[config.mk]
export PLATFORM = sky130hd
export DESIGN_NAME = srr_sequencer
export DESIGN_NICKNAME = d
export VERILOG_FILES = /design/src/rtl/srr_pkg.sv /design/src/rtl/srr_phase.sv /design/src/rtl/srr_rotator.sv /design/src/rtl/srr_mask.sv /design/src/rtl/srr_sequencer.sv
export SDC_FILE = /design/constraint.sdc
export NUM_CORES = 1
export LEC_CHECK = 0
export CORE_MARGIN = 4
export CORE_UTILIZATION = 31
export CTS_CLUSTER_DIAMETER = 150
export DETAILED_ROUTE_END_ITERATION = 16
export PLACE_DENSITY = 0.65
export SYNTH_ARGS = -nofsm -noshare
export SYNTH_HDL_FRONTEND = slang
export SYNTH_SLANG_ARGS = --single-unit
[constraint.sdc]
create_clock -name clk -period 1.7 [get_ports clk]
set_clock_uncertainty 0.05 [all_clocks]
set_input_delay 0.425 -clock clk [delete_from_list [all_inputs] [get_ports clk]]
set_output_delay 0.425 -clock clk [all_outputs]
set_load 0.005 [all_outputs]
[src/rtl/srr_pkg.sv]
package srr_pkg;
  function automatic int unsigned idx_w(input int unsigned n);
    return (n > 1) ? $clog2(n) : 1;
  endfunction
endpackage

[src/rtl/srr_phase.sv]
module srr_phase #(
  parameter int N = 4,
  parameter int K = 2,
  localparam int IW = srr_pkg::idx_w(N),
  localparam int KW = srr_pkg::idx_w(K)
) (
  input  logic          clk,
  input  logic          rst,
  input  logic          slot_i,
  input  logic          conc_i,
  output logic [IW-1:0] off_o,
  output logic [KW-1:0] elem_o
);
  localparam logic [IW-1:0] OFF_LAST  = IW'(N - 1);
  localparam logic [KW-1:0] ELEM_LAST = KW'(K - 1);

  logic step;

  // the rotation moves on every normal slot, or once per K concurrent slots
  always_comb begin
    step = 1'b0;
    if (slot_i) begin
      step = conc_i ? (elem_o == ELEM_LAST) : 1'b1;
    end
  end

  always_ff @(posedge clk) begin
    if (rst) begin
      off_o  <= '0;
      elem_o <= '0;
    end else begin
      if (step) begin
        off_o <= (off_o == OFF_LAST) ? '0 : off_o + IW'(1);
      end
      if (slot_i) begin
        if (!conc_i || elem_o == ELEM_LAST) begin
          elem_o <= '0;
        end else begin
          elem_o <= elem_o + KW'(1);
        end
      end
    end
  end
endmodule

[src/rtl/srr_rotator.sv]
module srr_rotator #(
  parameter int N = 4,
  localparam int IW = srr_pkg::idx_w(N)
) (
  input  logic [IW-1:0]   off_i,
  output logic [N*IW-1:0] tgt_o
);
  localparam logic [IW:0] MODV = (IW+1)'(N);

  for (genvar i = 0; i < N; i++) begin : g_in
    logic [IW:0] sum;
    always_comb begin
      sum = {1'b0, off_i} + (IW+1)'(i);
      if (sum >= MODV) begin
        sum = sum - MODV;
      end
    end
    assign tgt_o[i*IW +: IW] = sum[IW-1:0];
  end
endmodule

[src/rtl/srr_mask.sv]
module srr_mask #(
  parameter int N = 4,
  localparam int IW = srr_pkg::idx_w(N)
) (
  input  logic [N*N-1:0]  req_i,
  input  logic [N*IW-1:0] tgt_i,
  output logic [N-1:0]    hit_o
);
  for (genvar i = 0; i < N; i++) begin : g_in
    logic [N-1:0]  row;
    logic [IW-1:0] tgt;
    assign row      = req_i[i*N +: N];
    assign tgt      = tgt_i[i*IW +: IW];
    assign hit_o[i] = row[tgt];
  end
endmodule

[src/rtl/srr_sequencer.sv]
module srr_sequencer #(
  parameter int N = 4,
  parameter int K = 2,
  localparam int IW = srr_pkg::idx_w(N),
  localparam int KW = srr_pkg::idx_w(K)
) (
  input  logic            clk,
  input  logic            rst,
  input  logic            slot_i,
  input  logic            conc_i,
  input  logic [N*N-1:0]  req_i,
  output logic [N*IW-1:0] sel_o,
  output logic [N-1:0]    gnt_o,
  output logic [KW-1:0]   elem_o
);
  logic [IW-1:0]   off;
  logic [KW-1:0]   elem_cur;
  logic [N*IW-1:0] tgt;
  logic [N-1:0]    hit;

  srr_phase #(.N(N), .K(K)) u_phase (
    .clk    (clk),
    .rst    (rst),
    .slot_i (slot_i),
    .conc_i (conc_i),
    .off_o  (off),
    .elem_o (elem_cur)
  );

  srr_rotator #(.N(N)) u_rot (
    .off_i (off),
    .tgt_o (tgt)
  );

  srr_mask #(.N(N)) u_mask (
    .req_i (req_i),
    .tgt_i (tgt),
    .hit_o (hit)
  );

  always_ff @(posedge clk) begin
    if (rst) begin
      sel_o  <= '0;
      gnt_o  <= '0;
      elem_o <= '0;
    end else begin
      gnt_o <= slot_i ? hit : '0;
      if (slot_i) begin
        sel_o  <= tgt;
        elem_o <= conc_i ? elem_cur : '0;
      end
    end
  end
endmodule

==> run_results.csv <==
group,metric,value,unit
routing,ant_nets,0,
yosys,syn_inst,64,
clock_network,cts_root_buffer,"clkbuf_4",
yosys,synth_cell_type_count,19,
cells_and_area,layout.nets,119,
cells_and_area,areaGrowthSynthToFinish,57.48,%
global_route,grt_pass1_vias,518,
routing,via_per_inst,4.650,
place,portBuffers,32,
timing,fmax,622.8,MHz
timing,setup_viol_count_final,0,
global_route,grtUsageMet2,15.92,%
setup_path,path_buf_inv,1,
setup_path,r2r_start,"u_phase.off_o[1]$_SDFFE_PP0P_",
yosys,yosysSeqAreaShare,44.09,%
yosys,ys_ff_latch,14,
routing,wl_per_cell,11.10,µm
routing,vias,572,
yosys,syn_area,635.6,µm²
setup_path,slowest_delay,0.51,ns
power_and_ir_drop,power_density,714.9,nW/µm²
setup_path,crit_path_end_kind,"output port",
floorplan,start_util,32.40,%
setup_path,worstPathMaxFanout,3,
floorplan,die_w,53.28,µm
cells_and_area,antenna_cells,0,
clock_network,post_cts_buffers,0,
setup_path,criticalPathCategory,"register to output port",
global_route,met3_usage,2.817,%
global_route,gr-usage-met1,11.45,%
setup_path,rr_worst_depth,3,
timing,fin_crit_sh,94.46,%
routing,drc,0,
floorplan,dieArea,2839,µm²
timing,tightest_slew,0.3230,ns
setup_path,cpMaxStageDelayCell,"clkdlybuf4s50_1",
global_route,grt_usage,10.14,%
routing,firstDrtPassIters,4,
setup_path,critical_path_cell_count,1,
yosys,post_synth.cell_area_avg,9.931,µm²
clock_network,clk_pin_slew_worst_paths,0.08,ns
setup_path,worst_ep_required_time,1.22,ns
clock_network,cts_tree,"built",
run_status,outcome,"finished clean",
global_route,antenna_found_initial,0,
cells_and_area,drive_gt1_share,10.42,%
hold_path,hold_path_class,"register to register",
setup_path,cp-start-kind,"register",
setup_path,reg2reg_slack,0.26,ns
timing,fin_tns_setup,0,ns
setup_path,crit_arrival,1.13,ns
clock_network,postCtsHoldBufs,0,
routing,drt_wl_total,1.365,mm
place,hpwl,1.087,mm
job,maxCapViolCount,0,
power_and_ir_drop,power.leakage,0.3792,nW
setup_path,crit_path_start,"sel_o[4]$_SDFFE_PP0P_",
place,gp_congestion,0.7770,
timing,period_minus_slack,1.606,ns
global_route,grt_max_degree,12,
clock_network,cts_resized,0,
timing,relSlewSlack,78.44,%
clock_network,clk_latency,0.27,ns
global_route,grt.overflow.total,0,
setup_path,cp_cell_sequence,"clkdlybuf4s50_1",
timing,finalHoldViolCount,0,
global_route,top_usage_layer,"met2",
timing,slew_violations,0,
yosys,yosysWarnings,0,
yosys,syn_nets,85,
timing,rsz0062_at_grt,"false",
global_route,grt_pass1_wl,2.076,mm
timing,whs,0.4145,ns
setup_path,crit_family,"buffers and inverters",
clock_network,cts_made_buffers,3,
floorplan,std_cell_rows,16,
floorplan,core_area,1962,µm²
setup_path,r2r-end,"gnt_o[1]$_SDFF_PP0_",
routing,drtIter0Drc,6,
power_and_ir_drop,ir_drop,0.2874,mV
setup_path,worstSetupEndpoint,"sel_o[4]",
clock_network,h-tree-depth,1,
floorplan,chipHeight,53.28,µm
clock_network,cts.sinks,14,
clock_network,clock_path_buffers,2,
floorplan,ios,33,
## cell type report
type                            count  area, µm²
Sequential cell                    14      280.3
Timing Repair Buffer               36      350.3
Fill cell                         215      960.9
Multi-Input combinational cell     41      306.5
Inverter                            2      7.507
Tap cell                           27      33.78
Clock buffer                        3      22.52
## Yosys cell counts
cell type / n / area (µm²)
nand2b_1: 4 / 25.02
a21oi_1: 4 / 20.02
o22ai_1: 3 / 18.77
o22ai_2: 1 / 12.51
inv_1: 2 / 7.510
a31o_2: 1 / 8.760
buf_2: 3 / 15.01
ha_1: 1 / 12.51
nor3_1: 1 / 5.000
or3b_4: 1 / 11.26
a21o_1: 1 / 7.510
nor2_1: 6 / 22.52
mux2i_1: 13 / 130.1
dfxtp_1: 14 / 280.3
buf_4: 3 / 22.52
clkbuf_1: 1 / 3.750
nand3_1: 2 / 10.01
a211oi_1: 1 / 7.510
nand3b_1: 2 / 15.01
## per-layer routing
metal	share of wire, %	routed length [µm]
met1	42	575
met2	46	625
met3	11	153
met4	0.73	10
met5	0	0
## cells in the final DEF (no fill, tap or decap), drive strengths merged
cell type,instances
buf,4
inv,2
nand3b,2
dfxtp,14
or3b,1
clkbuf,3
clkdlybuf4s50,32
a21o,1
a21oi,4
nor3,1
o22ai,4
a211oi,1
nor2,6
mux2i,13
a31o,1
nand3,2
ha,1
nand2b,4
## cells by family (layout without fill, tap and decap cells)
kind of cell             count (synthesis)  in the layout  share of synthesized area, %
AO/OA/AOI/OAI                           11             11                         11.81
adder cells (fa/ha/maj)                  1              1                         1.968
buffers and inverters                    9             41                         7.676
flip-flops                              14             14                         44.09
multiplexers                            13             13                         20.47
AND/OR/NAND/NOR                         16             16                         13.97
## sequential cells by signal, summed over array words and instances (netlist names)
name	count
sel_o	6
gnt_o	4
u_phase.off_o	2
elem_o	1
u_phase.elem_o	1
## worst min path at each step
stage | start | endpoint | slack (ns) | cells past startpoint
floorplan | elem_o$_SDFFE_PP0P_ | elem_o$_SDFFE_PP0P_ | 0.41 | 2
global placement | elem_o$_SDFFE_PP0P_ | elem_o$_SDFFE_PP0P_ | 0.40 | 2
detailed placement | elem_o$_SDFFE_PP0P_ | elem_o$_SDFFE_PP0P_ | 0.41 | 2
CTS | elem_o$_SDFFE_PP0P_ | elem_o$_SDFFE_PP0P_ | 0.42 | 2
global route | elem_o$_SDFFE_PP0P_ | elem_o$_SDFFE_PP0P_ | 0.44 | 2
finish | elem_o$_SDFFE_PP0P_ | elem_o$_SDFFE_PP0P_ | 0.41 | 2
## through the flow
step / instances / setup WS [ns] / area, µm² / total power [mW] / util (%)
finish: 123 / 0.09424 / 1001 / 0.7156 / 51.02
global route: 123 / 0.03608 / 1001 / 0.7521 / 51.02
CTS: 123 / 0.07688 / 1001 / 0.7248 / 51.02
detailed placement: 120 / 0.05398 / 978.4 / 0.5440 / 49.87
global placement: 120 / 0.08880 / 978.4 / 0.5419 / 49.87
floorplan: 64 / 0.3058 / 635.6 / 0.4494 / -
## report_power, final
part           total [mW]  internal, mW  leakage (nW)  switching [mW]
Sequential          0.364         0.349         0.115          0.0151
Clock               0.181        0.0820        0.0138          0.0992
Combinational       0.170         0.114         0.250          0.0563
Total               0.716         0.545         0.379           0.171
No activity file was read; power rests on OpenSTA's default activity.
